==> src/rtl/wkt_pkg.sv <==
package wkt_pkg;
  // Number of divider stages; the two low select bits pick one of them.
  localparam int DIV_W = 4;
  localparam int SEL_W = 3;
  // Select code that is illegal together with a zero reload value.
  localparam logic [SEL_W-1:0] SEL_FASTEST = 3'b011;
endpackage

==> src/rtl/wkt_cfg.sv <==
module wkt_cfg
  import wkt_pkg::*;
#(
  parameter int RL_W    = 16,
  parameter int WOK_DLY = 2
) (
  input  logic             clk,
  input  logic             rst_n,
  input  logic             cfg_we,
  input  logic [RL_W-1:0]  cfg_reload,
  input  logic [SEL_W-1:0] cfg_sel,
  input  logic             cfg_en,
  input  logic             cfg_ie,
  output logic             en_q,
  output logic             ie_q,
  output logic [SEL_W-1:0] sel_q,
  output logic [RL_W:0]    rl_full,
  output logic [RL_W:0]    ld_val,
  output logic             wr_ok
);
  localparam int DW = $clog2(WOK_DLY + 1);

  logic [RL_W-1:0]  rl_q, rl_nxt;
  logic [SEL_W-1:0] sel_nxt;
  logic [DW-1:0]    dly_q;
  logic             forbid, take;

  assign forbid = (cfg_reload == '0) && (cfg_sel == SEL_FASTEST);
  assign take   = cfg_we && wr_ok && !forbid;

  always_comb begin
    rl_nxt  = take ? cfg_reload : rl_q;
    sel_nxt = take ? cfg_sel    : sel_q;
  end

  // The 17th count bit is only present for select codes 11x.
  assign ld_val  = {sel_nxt[2] & sel_nxt[1], rl_nxt};
  assign rl_full = {sel_q[2] & sel_q[1], rl_q};
  assign wr_ok   = !en_q && (dly_q == DW'(WOK_DLY));

  always_ff @(posedge clk or negedge rst_n) begin
    if (!rst_n) begin
      rl_q  <= '0;
      sel_q <= '0;
      en_q  <= 1'b0;
      ie_q  <= 1'b0;
      dly_q <= DW'(WOK_DLY);
    end else begin
      rl_q  <= rl_nxt;
      sel_q <= sel_nxt;
      if (cfg_we) begin
        en_q <= cfg_en;
        ie_q <= cfg_ie;
      end
      if (en_q)
        dly_q <= '0;
      else if (dly_q != DW'(WOK_DLY))
        dly_q <= dly_q + 1'b1;
    end
  end
endmodule

==> src/rtl/wkt_tick.sv <==
module wkt_tick
  import wkt_pkg::*;
(
  input  logic             clk,
  input  logic             rst_n,
  input  logic             en_q,
  input  logic [SEL_W-1:0] sel_q,
  input  logic             sec_strobe,
  output logic             tick
);
  logic [DIV_W-1:0] div_q;
  logic [DIV_W-1:0] tap;

  // tap[k] is high once every 2^(k+1) cycles of the running divider.
  for (genvar k = 0; k < DIV_W; k++) begin : g_tap
    assign tap[k] = &div_q[k:0];
  end

  always_ff @(posedge clk or negedge rst_n) begin
    if (!rst_n)
      div_q <= '0;
    else if (!en_q)
      div_q <= '0;
    else
      div_q <= div_q + 1'b1;
  end

  assign tick = en_q && (sel_q[2] ? sec_strobe : tap[DIV_W-1-int'(sel_q[1:0])]);
endmodule

==> src/rtl/wkt_count.sv <==
module wkt_count #(
  parameter int CNT_W = 17
) (
  input  logic             clk,
  input  logic             rst_n,
  input  logic             en_q,
  input  logic             tick,
  input  logic [CNT_W-1:0] ld_val,
  input  logic [CNT_W-1:0] rl_full,
  input  logic             flag_clr,
  output logic             expire,
  output logic             flag
);
  logic [CNT_W-1:0] cnt_q;

  assign expire = tick && (cnt_q == '0);

  always_ff @(posedge clk or negedge rst_n) begin
    if (!rst_n) begin
      cnt_q <= '0;
      flag  <= 1'b0;
    end else begin
      if (!en_q)
        cnt_q <= ld_val;
      else if (tick)
        cnt_q <= (cnt_q == '0) ? rl_full : cnt_q - 1'b1;
      flag <= expire | (flag & ~flag_clr);
    end
  end
endmodule

==> src/rtl/wkup_timer.sv <==
module wkup_timer
  import wkt_pkg::*;
#(
  parameter int RL_W    = 16,
  parameter int WOK_DLY = 2
) (
  input  logic             clk,
  input  logic             rst_n,
  input  logic             cfg_we,
  input  logic [RL_W-1:0]  cfg_reload,
  input  logic [SEL_W-1:0] cfg_sel,
  input  logic             cfg_en,
  input  logic             cfg_ie,
  input  logic             flag_clr,
  input  logic             sec_strobe,
  output logic             flag,
  output logic             irq,
  output logic             wr_ok
);
  localparam int CNT_W = RL_W + 1;

  logic             en_q, ie_q, tick, expire;
  logic [SEL_W-1:0] sel_q;
  logic [CNT_W-1:0] rl_full, ld_val;

  wkt_cfg #(.RL_W(RL_W), .WOK_DLY(WOK_DLY)) u_cfg (
    .clk(clk), .rst_n(rst_n), .cfg_we(cfg_we), .cfg_reload(cfg_reload),
    .cfg_sel(cfg_sel), .cfg_en(cfg_en), .cfg_ie(cfg_ie), .en_q(en_q),
    .ie_q(ie_q), .sel_q(sel_q), .rl_full(rl_full), .ld_val(ld_val),
    .wr_ok(wr_ok)
  );

  wkt_tick u_tick (
    .clk(clk), .rst_n(rst_n), .en_q(en_q), .sel_q(sel_q),
    .sec_strobe(sec_strobe), .tick(tick)
  );

  wkt_count #(.CNT_W(CNT_W)) u_count (
    .clk(clk), .rst_n(rst_n), .en_q(en_q), .tick(tick), .ld_val(ld_val),
    .rl_full(rl_full), .flag_clr(flag_clr), .expire(expire), .flag(flag)
  );

  assign irq = flag & ie_q;
endmodule

==> config.mk <==
export PLATFORM = sky130hd
export DESIGN_NAME = wkup_timer
export DESIGN_NICKNAME = d
export VERILOG_FILES = /design/src/rtl/wkt_pkg.sv /design/src/rtl/wkt_cfg.sv /design/src/rtl/wkt_tick.sv /design/src/rtl/wkt_count.sv /design/src/rtl/wkup_timer.sv
export SDC_FILE = /design/constraint.sdc
export NUM_CORES = 1
export LEC_CHECK = 0
export BUFFER_PORTS_ARGS = -buffer_cell sky130_fd_sc_hd__buf_2
export CAP_MARGIN = 5
export CORE_ASPECT_RATIO = 0.5
export CORE_MARGIN = 5
export CORE_UTILIZATION = 25
export CTS_CLUSTER_DIAMETER = 80
export CTS_CLUSTER_SIZE = 25
export DETAILED_ROUTE_END_ITERATION = 10
export PLACE_DENSITY = 0.48
export SYNTH_ARGS = -nofsm -noshare
export SYNTH_HDL_FRONTEND = slang
export SYNTH_HIERARCHICAL = 1
export SYNTH_SLANG_ARGS = --single-unit
==> constraint.sdc <==
create_clock -name clk -period 3.32 [get_ports clk]
set_clock_uncertainty 0.1 [all_clocks]
set_input_delay 0.166 -clock clk [delete_from_list [all_inputs] [get_ports clk]]
set_output_delay 0.166 -clock clk [all_outputs]
set_load 0.005 [all_outputs]
==> summary.md, run 1 <==
| Metric | Value |
|---|---|
| Clock transition at path regs | `approximately 0.070 ns` |
| PnR worst setup slack | `roughly 0.82 ns` |
| Gp weighted congestion | `0.795` |
| Mean Syn Cell Area | `9.82 µm²` |
| WL final | `6950 µm` |
| RSZ-0062 raised after global routing | `false` |
| Core area | `10200 µm²` |
| Core Rows | `26` |
| Failing checks | `hold timing` |
| Synth top area cells | `dfrtp_1 42%, mux2_2 4.3%, xnor2_1 3.3%, o21ai_0 2.8%, inv_1 2.7%` |
| Critical path, cell by cell | `nor4_1 > nand4_1 > nor3b_2 > nand2b_1 > o21ai_0` |
| Clock Tree Root | `clkbuf_16` |
| Post-Syn Area | `2640 µm²` |
| Largest net degree at the start of global routing | `46` |
| Starting Density | `0.258` |
| Clk buf depth | `2` |
| VDD IR max | `229 µV` |
| CP top delay family | `simple AND/OR/NAND/NOR gates` |
| Die Span X | `~160 µm` |
| Pre-antenna DRT Iters | `4` |
| Pwr per Cell Area | `800 nW/µm²` |
| GRT Util Overall | `0.111` |
| Ys async rst share | `1.00` |
| Post-place setup slack | `0.636 ns` |
| WL/cell | `16.1 µm` |
| Cell Count, Final, Fillers Out | `432` |
| # setup viols final | `0` |
| Initial antenna violation count | `0` |
| Num CTS Buffers | `5` |
| Syn-to-layout area delta | `14.6%` |
| Tcrit/Tclk final | `0.753` |
| Syn nets | `300` |
| Final #Nets | `322` |
| Top cell type's share of synthesized area | `0.417` |
| WP buf/inv | `0` |
| IO buf count | `28` |
| Vias in the first global route | `around 2100` |
| Yosys top cell by area | `dfrtp_1` |
| Final-report hold violation count | `44` |
| Iteration-0 DRC Markers | `160` |
| Vias post-DR | `2149` |
| TNS Setup | `0 ns` |
| HPWL after DPL | `5020 µm` |
| Worst skew pair latency | `0.29 ns` |
| CP Class | `reg -> reg` |
| Total grt overflow | `0` |
| Post-synth EDFFs | `0` |
| Dpl cells | `approximately 420` |
| Slowest-stage cell, CP | `nor3b_2` |
| Relative slew margins | `0.295` |
| CP max stage delay | `0.59 ns` |
| HP Class | `in -> async` |
| Most frequent cells in the layout | `44 x dfrtp_1, 28 x buf_2, 19 x inv_1` |
| Cells after synthesis | `269` |
| Layout cells sized above 1 | `0.209` |
| CTS sink count | `45` |
| Measured slew at the worst slew-check pin | `1.06 ns` |
| Post-synthesis sequential element count | `45` |
| Pleak | `1.29 nW` |
| TritonCTS clock tree | `yes` |
| Fmax | `400 MHz` |
| Commonest non-fill, non-tap cell in the layout | `dfrtp_1` |
| Yosys cell types | `57` |
| Hold_ws | `-0.0211 ns` |
| I/O pins | `29` |
| Yosys warnings | `6` |
| Post-CTS setup buffer count | `0` |
| Routed Antenna Nets | `0` |
| CP startpoint kind | `flip-flop` |
| Slew Limit Fails | `0` |
| Total die area | `12900 µm²` |
| Number of hold buffers added after cts | `0` |
| # DRC | `0` |
| Tmin final | `2.50 ns` |
| Vias per inst | `4.97` |
| Post-synthesis sequential area ratio | `0.427` |
| CP required | `3.38 ns` |
| Die height | `82.7 µm` |
| Global-route wire length before repair | `11300 µm` |
| Crit. End Element | `flip-flop` |
| Max-capacitance violation count | `0` |
| CTS resizes | `0` |
| CP max FO | `8` |
| Post-synth top flop | `dfrtp_1` |
| CP arrival | `~2.6 ns` |
| Status | `finished, violations left` |
| Antenna cell count | `0` |
| H-tree depth | `2` |
-- per-stage QoR --
step | util | cell area [µm²] | power [mW] | hold WS, ns
6_report | 0.296 | 3030 | 2.42 | -0.0211
4_1_cts | 0.296 | 3030 | 2.43 | 0.0173
3_5_place_dp | 0.281 | 2880 | 1.91 | 0.315
5_1_grt | 0.296 | 3030 | 2.60 | 0.0353
3_3_place_gp | 0.281 | 2880 | 1.89 | 0.303
2_1_floorplan | - | 2640 | 1.68 | -0.230
-- state kept, by name (all words and copies together), names as in the netlist --
register	flops
u_cfg/en_q	1
u_cfg/dly_q	2
u_cfg/sel_q	3
u_count/cnt_q	17
u_tick/div_q	4
u_cfg/ie_q	1
u_count/flag	1
u_cfg/rl_q	16
-- synthesized netlist by cell type (2+ instances only) --
cell	n
o22ai_1	8
buf_6	3
clkbuf_1	9
xor2_1	4
dfrtp_1	44
nand4_1	2
o211ai_1	3
o31ai_1	7
nor3b_1	3
ha_1	5
inv_1	19
nand2_1	16
a22o_1	8
o2111ai_1	3
o221ai_1	2
nor2b_1	4
mux2_2	10
nor3_1	6
mux2i_1	4
a21oi_1	4
nor4_1	7
or4_1	2
nand3b_1	2
xnor2_1	10
nor2_1	17
buf_2	3
and2_1	7
nand2b_1	2
o21ai_0	15
a31oi_1	9
nand3_1	5
-- power breakdown --
part	leakage (nW)	internal (mW)	switching, mW
clock	0.0712	0.301	0.206
sequential	0.560	0.777	0.247
combinational	0.655	0.421	0.472
-- cell families (layout without fill, tap and decap cells) --
group | after synthesis | in the layout | share of synthesized area
xor gates and xnor gates | 14 | 14 | 0.0464
adders and majority gates | 5 | 5 | 0.0237
DFF | 45 | 45 | 0.427
buffers and inverters | 36 | 59 | 0.0668
and+or+nand+nor | 84 | 84 | 0.187
AOI/OAI and AO/OA | 69 | 69 | 0.182
muxes | 16 | 16 | 0.0677
-- path summary, 6_finish.rpt --
path                                   from                 to  slack (ns)  cells after the start
max reg2reg                u_count/cnt_q[5]  u_count/cnt_q[10]        0.82                      5
max in group asynchronous             rst_n      u_cfg/rl_q[7]        2.49                      1
min                                   rst_n      u_cfg/rl_q[8]       -0.02                      1
min in group clk                     cfg_ie         u_cfg/ie_q        0.03                      2
max                        u_count/cnt_q[5]  u_count/cnt_q[10]        0.82                      5
min reg2reg                 u_tick/div_q[0]    u_tick/div_q[0]        0.39                      1
-- final cells by class --
type / instances / area (µm²)
Tap cell: 140 / 175
Inverter: 19 / 71.3
Clock buffer: 8 / 146
Sequential cell: 45 / 1130
Timing Repair Buffer: 32 / 170
Fill cell: 1075 / 7220
Multi-Input combinational cell: 188 / 1340
-- layer usage --
layer,GRT usage,vias to the layer above,share of wire
li1,-,1024,-
met1,0.156,1077,0.50
met5,0,-,0
met3,0.0198,5,0.034
met4,0.0314,0,0.0078
met2,0.176,43,0.45
No activity file was read; power rests on OpenSTA's default activity.
==> run 2: changes to the inputs <==
--- a/config.mk
+++ b/config.mk
@@ -13,7 +13,7 @@
 export CTS_CLUSTER_DIAMETER = 80
 export CTS_CLUSTER_SIZE = 25
 export DETAILED_ROUTE_END_ITERATION = 10
-export PLACE_DENSITY = 0.48
+export PLACE_DENSITY = 0.49
 export SYNTH_ARGS = -nofsm -noshare
 export SYNTH_HDL_FRONTEND = slang
 export SYNTH_HIERARCHICAL = 1
==> constraint.sdc (replaced) <==
create_clock -name clk -period 2.1 [get_ports clk]
set_clock_uncertainty 0.1 [all_clocks]
set_input_delay 0.105 -clock clk [delete_from_list [all_inputs] [get_ports clk]]
set_output_delay 0.105 -clock clk [all_outputs]
set_load 0.005 [all_outputs]
==> run 2 against run 1 <==
The flow finishes with violations (setup timing); hold slack improved by 0.028 ns; wire length increased by 11%; critical endpoint is now u_count/cnt_q[0]; first-iteration DRC count increased by 53%; cell count increased by 13%; worst setup slack got worse by 0.82 ns; highest routed layer unchanged; sequential share of layout area decreased by 6.8 points; largest cell class unchanged; die area unchanged; total power increased by 84%; clock power increased by 51%.
==> summary.md, run 2 (same netlist as run 1, synthesis figures left out) <==
| Metric | Value |
|---|---|
| Total die area | `12900 µm² (unchanged)` |
| Cell Count, Final, Fillers Out | `486 (+13%)` |
| Clock Tree Root | `clkbuf_16` |
| CP Class | `reg -> reg` |
| WP buf/inv | `1 (+1)` |
| WL/cell | `15.8 µm (-1.4%)` |
| Utilization after layout | `0.362 (+0.0665)` |
| # DRC | `0 (unchanged)` |
| Final #Nets | `376 (+17%)` |
| Core area | `10200 µm² (unchanged)` |
| Dpl cells | `461 (+8.7%)` |
| Largest Register | `u_count/cnt_q` |
| Measured slew at the worst slew-check pin | `0.544 ns (-0.513 ns)` |
| Total grt overflow | `0 (unchanged)` |
| HP Class | `in -> reg` |
| Max-capacitance violation count | `0 (unchanged)` |
| Worst skew pair latency | `0.28 ns (about the same)` |
| I/O pins | `29 (unchanged)` |
| Slowest-stage cell, CP | `dfrtp_1` |
| H-tree depth | `2 (unchanged)` |
| Starting Density | `0.258 (unchanged)` |
| TritonCTS clock tree | `yes` |
| Hold_ws | `0.00673 ns (+0.0279 ns)` |
| Iteration-0 DRC Markers | `245 (+53%)` |
| Vias in the first global route | `2289 (+6.6%)` |
| Num CTS Buffers | `5 (unchanged)` |
| CP max FO | `5 (-3)` |
| CTS sink count | `45 (unchanged)` |
| Core Rows | `26 (unchanged)` |
| CP arrival | `2.16 ns (-0.40 ns)` |
| Initial antenna violation count | `0 (unchanged)` |
| Clk buf depth | `2 (unchanged)` |
| CP top delay family | `compound AO/OA/AOI/OAI gates` |
| Largest registers | `u_count/cnt_q: 17 flops, u_cfg/rl_q: 16 flops, u_tick/div_q: 4 flops` |
| CP max stage delay | `0.41 ns (-0.18 ns)` |
| Vias post-DR | `2318 (+7.9%)` |
| TNS Setup | `-0.000299 ns (-0.000299 ns)` |
| Tcrit/Tclk final | `1.00 (+0.247)` |
| Max reg flops | `17 (unchanged)` |
| Critical path, cell by cell | `ha_4 > ha_4 > mux2_4 > nand3b_1 > a21boi_4 > buf_6 > nor3b_4 > a311oi_2 > a21oi_1` |
| Pleak | `1.59 nW (+24%)` |
| Pre-antenna DRT Iters | `4 (unchanged)` |
| Layout cells sized above 1 | `0.384 (+0.175)` |
| Pwr per Cell Area | `1210 nW/µm² (+51%)` |
| Failing checks | `setup timing` |
| Die Span X | `155 µm (unchanged)` |
| # setup viols final | `1 (+1)` |
| Slew Limit Fails | `0 (unchanged)` |
| Clock transition at path regs | `0.07 ns (about the same)` |
| Routed Antenna Nets | `0 (unchanged)` |
| Crit. End Element | `flip-flop` |
| Global-route wire length before repair | `12000 µm (+6.2%)` |
| Tmin final | `2.10 ns (-0.399 ns)` |
| CP required | `2.16 ns (-1.22 ns)` |
| WL final | `7700 µm (+11%)` |
| Die height | `82.7 µm (unchanged)` |
| Relative slew margins | `0.637 (+0.342)` |
| Crit path top cell by count | `ha_4` |
| Overall power | `4.47 mW (+84%)` |
| Final-report hold violation count | `0 (-100%)` |
| Area of placed instances | `3200 µm² (+11%)` |
| Status | `finished, violations left` |
| Largest net degree at the start of global routing | `49 (+6.5%)` |
| Syn-to-layout area delta | `40.4%` |
| VDD IR max | `384 µV (+67%)` |
| Most frequent cells in the layout | `42 x dfrtp_1, 41 x buf_4, 28 x buf_2` |
| Commonest non-fill, non-tap cell in the layout | `dfrtp_1` |
| Reg2Reg Setup Slack | `-0.0003 ns (-0.82 ns)` |
| CP startpoint kind | `flip-flop` |
| GRT Util Overall | `0.118 (+0.00673)` |
| IO buf count | `28 (unchanged)` |
| Gp weighted congestion | `0.825 (+3.8%)` |
| Post-place setup slack | `-0.116 ns (-0.752 ns)` |
| Fmax | `476 MHz (+19%)` |
| Final instance area | `3710 µm² (+23%)` |
| RSZ-0062 raised after global routing | `true` |
| PnR worst setup slack | `-0.000299 ns (-0.821 ns)` |
| HPWL after DPL | `5510 µm (+9.8%)` |
| Vias per inst | `4.77 (-4.1%)` |
| Antenna cell count | `0 (unchanged)` |
-- run 2: cell types whose count changed in the layout (fill, tap and decap cells not counted), moves of 3 or more --
| cell | previous run | this run |
|---|---|---|
| ha_4 | 0 | 3 |
| a31oi_1 | 9 | 3 |
| a31oi_4 | 0 | 5 |
| o21ai_1 | 1 | 8 |
| buf_4 | 4 | 41 |
| buf_12 | 0 | 3 |
| dlygate4sd3_1 | 0 | 8 |
| buf_6 | 0 | 6 |
| ha_1 | 5 | 2 |
| o21ai_0 | 15 | 7 |
-- run 2: area by class of cell --
class                   instances  area [µm²]
clock inverters                 1        5.00
flip-flops and latches         45        1130
multi-input cells             188        1540
well taps                     140         175
clock buffers                   7         133
inverters                      19        71.3
fillers                      1020        6540
repair buffers                 86         656
-- run 2: report_power, final --
group	switching (mW)	internal (mW)
registers	0.368	1.23
logic	0.997	1.11
clock network	0.326	0.441
-- run 2: what timing repair did --
item / 4_1_cts / 5_1_grt
setup endpoints to repair: 14 / 16
pin swaps: 0 / 9
endpoints found under the hold margin: 28 / 0
cloned: 0 / 1
buffers inserted: 1 / 7
hold buffers: 8 / 0
resized for setup: 6 / 45
-- run 2: path summary, 6_finish.rpt --
check	from	endpoint	depth (start not counted)
setup / recovery	u_tick/div_q[0]	u_count/cnt_q[0]	9
hold / removal	cfg_reload[3]	u_cfg/rl_q[3]	2
setup reg to reg	u_tick/div_q[0]	u_count/cnt_q[0]	9
hold reg to reg	u_cfg/ie_q	u_cfg/ie_q	1
max in group asynchronous	rst_n	u_cfg/dly_q[1]	3
min in group asynchronous	rst_n	u_cfg/rl_q[15]	2
-- run 2: metal layers --
metal / part of all wire / track usage / vias to the layer above
met5: 0 / 0 / -
met4: 0.018 / 0.0472 / 0
met3: 0.026 / 0.0161 / 8
met2: 0.46 / 0.184 / 34
met1: 0.49 / 0.165 / 1141
li1: - / - / 1135
==> run 3: changes to the inputs <==
--- a/config.mk
+++ b/config.mk
@@ -7,13 +7,14 @@
 export LEC_CHECK = 0
 export BUFFER_PORTS_ARGS = -buffer_cell sky130_fd_sc_hd__buf_2
 export CAP_MARGIN = 5
+export CELL_PAD_IN_SITES_DETAIL_PLACEMENT = 2
+export CELL_PAD_IN_SITES_GLOBAL_PLACEMENT = 2
 export CORE_ASPECT_RATIO = 0.5
-export CORE_MARGIN = 5
 export CORE_UTILIZATION = 25
 export CTS_CLUSTER_DIAMETER = 80
 export CTS_CLUSTER_SIZE = 25
 export DETAILED_ROUTE_END_ITERATION = 10
-export PLACE_DENSITY = 0.49
+export PLACE_DENSITY = 0.66
 export SYNTH_ARGS = -nofsm -noshare
 export SYNTH_HDL_FRONTEND = slang
 export SYNTH_HIERARCHICAL = 1
==> run 3 against run 2 <==
The flow still finishes with violations (setup timing); die area decreased by 14%; sequential power is essentially flat; wire length rose by 26%; utilization shrank 0.32 points; first-iteration DRC count decreased by 54%; register-to-register slack got worse by 0.02 ns; sequential cell count stayed put; critical path type unchanged.
==> summary.md, run 3 (same netlist as run 1, synthesis figures left out) <==
| Metric | Value |
|---|---|
| CP required | `2.17 ns (about the same)` |
| Core area | `10200 µm² (unchanged)` |
| Routed Antenna Nets | `0 (unchanged)` |
| CP arrival | `2.19 ns (+0.03 ns)` |
| Dpl cells | `460 (-0.22%)` |
| Status | `finished, violations left` |
| H-tree depth | `2 (unchanged)` |
| Utilization after layout | `0.359 (-0.00317)` |
| Tmin final | `2.12 ns (+0.0164 ns)` |
| I/O pins | `29 (unchanged)` |
| Worst r2r src | `u_count/cnt_q[7]` |
| Max-capacitance violation count | `0 (unchanged)` |
| Die Span X | `147 µm (-5.1%)` |
| Hold path depth | `2 (unchanged)` |
| Iteration-0 DRC Markers | `113 (-54%)` |
| Clk buf depth | `2 (unchanged)` |
| IO buf count | `28 (unchanged)` |
| Final #Nets | `380 (+1.1%)` |
| CTS sink count | `45 (unchanged)` |
| Tcrit/Tclk final | `1.01 (+0.00780)` |
| PnR worst setup slack | `-0.0167 ns (-0.0164 ns)` |
| # DRC | `0 (unchanged)` |
| CP max FO | `7 (+2)` |
| Antenna cell count | `0 (unchanged)` |
| Cell Count, Final, Fillers Out | `490 (+0.82%)` |
| Syn-to-layout area delta | `39.2%` |
| Gate power share | `0.481 (+0.011)` |
| TritonCTS clock tree | `yes` |
| Int Power | `2.75 mW (-1.1%)` |
| Final-report hold violation count | `0 (unchanged)` |
| Pwr per Cell Area | `1240 nW/µm² (+3.0%)` |
| Vias per inst | `4.98 (+4.4%)` |
| Pre-antenna DRT Iters | `4 (unchanged)` |
| Max reg flops | `17 (unchanged)` |
| Most frequent cells in the layout | `43 x buf_4, 43 x dfrtp_1, 28 x buf_2` |
| Slew Limit Fails | `0 (unchanged)` |
| Num CTS Buffers | `5 (unchanged)` |
| GRT Util Overall | `0.170 (+0.0528)` |
| Measured slew at the worst slew-check pin | `0.540 ns (-0.00404 ns)` |
| Sequential share of power | `0.346 (-0.012)` |
| Total grt overflow | `0 (unchanged)` |
| Gp weighted congestion | `0.765 (-7.3%)` |
| NetSw | `1.81 mW (+7.2%)` |
| Worst reg-to-reg path cell count | `6 (-3)` |
| Area of placed instances | `3170 µm² (-0.90%)` |
| Hold_sp | `cfg_we` |
| Failing checks | `setup timing` |
| # setup viols final | `3 (+2)` |
| Overall power | `4.56 mW (+2.1%)` |
| CP startpoint kind | `flip-flop` |
| Clk pwr share | `0.172 (about the same)` |
| HP Class | `in -> reg` |
| WL/cell | `19.9 µm (+25%)` |
| Clock transition at path regs | `0.07 ns (about the same)` |
| Final instance area | `3680 µm² (-0.88%)` |
| Crit. End Element | `flip-flop` |
| Reg2Reg Setup Slack | `-0.02 ns (-0.02 ns)` |
| Vias in the first global route | `2656 (+16%)` |
| Fmax | `472 MHz (-0.77%)` |
| Post-place setup slack | `-0.157 ns (-0.0403 ns)` |
| Reg2reg end | `u_count/cnt_q[1]` |
| Pleak | `1.60 nW (+0.35%)` |
| Initial antenna violation count | `0 (unchanged)` |
| Vias post-DR | `2440 (+5.3%)` |
| VDD IR max | `422 µV (+10%)` |
| Relative slew margins | `0.640 (+0.00269)` |
| CP Class | `reg -> reg` |
| Worst skew pair latency | `0.29 ns (about the same)` |
| End of the worst hold path | `u_cfg/ie_q` |
| Switching Share | `0.397 (+0.0189)` |
| HPWL after DPL | `6500 µm (+18%)` |
| Clock Tree Root | `clkbuf_16` |
| Core Rows | `26 (unchanged)` |
| Total die area | `11000 µm² (-14%)` |
| Largest registers | `u_count/cnt_q: 17 flops, u_cfg/rl_q: 16 flops, u_tick/div_q: 4 flops` |
| Starting Density | `0.258 (unchanged)` |
| RSZ-0062 raised after global routing | `true` |
| Largest Register | `u_count/cnt_q` |
| Die height | `74.7 µm (-9.7%)` |
| Global-route wire length before repair | `14200 µm (+18%)` |
| WL final | `9740 µm (+26%)` |
| Largest net degree at the start of global routing | `50 (+2.0%)` |
| Layout cells sized above 1 | `0.389 (+0.00418)` |
==> run 3: cell count changes in the layout (fill, tap and decap cells not counted), sizes merged <==
cell and delta:
buf +2, clkbuf -1, clkinv +1, dlygate4sd3 +1, o21ai +1
==> run 3: cell type report <==
cell class                 count  area [µm²]
clock buffer                   6         129
clock inverter                 2        10.0
tap                          140         175
sequential                    45        1130
timing repair buffer          89         663
inverter                      19        71.3
multi-input combinational    189        1500
fill                        1122        6570
==> run 3: metal layers <==
layer / wire, µm / vias to the layer above / global-route usage
met5: 0 / - / 0
met4: 152 / 0 / 0.0435
met3: 300 / 14 / 0.0352
met2: 4930 / 43 / 0.310
met1: 4360 / 1248 / 0.211
li1: - / 1135 / -
==> run 3: critical path, cell delays in order (launching register included) <==
cell	delay (ns)
dfrtp_1	0.42
or4_4	0.59
and4bb_1	0.31
buf_6	0.14
mux2i_1	0.19
and3_1	0.20
a21oi_2	0.04
==> run 3: stage by stage <==
step                      hold slack, ns  setup TNS, ns
final                            0.00590        -0.0240
after global routing              0.0137         -0.800
after CTS                       0.000978              0
after detailed placement          0.0163         -0.877
after global placement            0.0105         -0.161
after floorplan                   -0.291              0
==> run 3: timing repair <==
item	in CTS	in global routing
buffers inserted	2	10
setup endpoints to repair	11	17
hold buffers	8	1
resized for setup	7	40
pin swaps	1	12
hold endpoints to repair	27	1
cloned	0	1
==> run 3: worst max path at each step <==
stage	from	to	slack (ns)	depth (start not counted)
floorplan	u_tick/div_q[0]	u_count/cnt_q[16]	0.01	11
global placement	cfg_reload[0]	u_count/cnt_q[9]	-0.06	10
detailed placement	cfg_reload[4]	u_count/cnt_q[15]	-0.16	9
CTS	u_cfg/dly_q[1]	u_count/cnt_q[6]	0.003	9
global route	u_tick/div_q[1]	u_count/cnt_q[2]	-0.11	10
finish	u_count/cnt_q[7]	u_count/cnt_q[1]	-0.02	6
==> run 3: power by group through the flow <==
stage	sequential, mW	combinational, mW	clock, mW
after floorplan	1.47	1.19	0
after global placement	1.51	1.70	0
after detailed placement	1.54	1.84	0
after CTS	1.53	1.94	0.804
after global routing	1.62	2.39	0.842
final	1.58	2.20	0.787
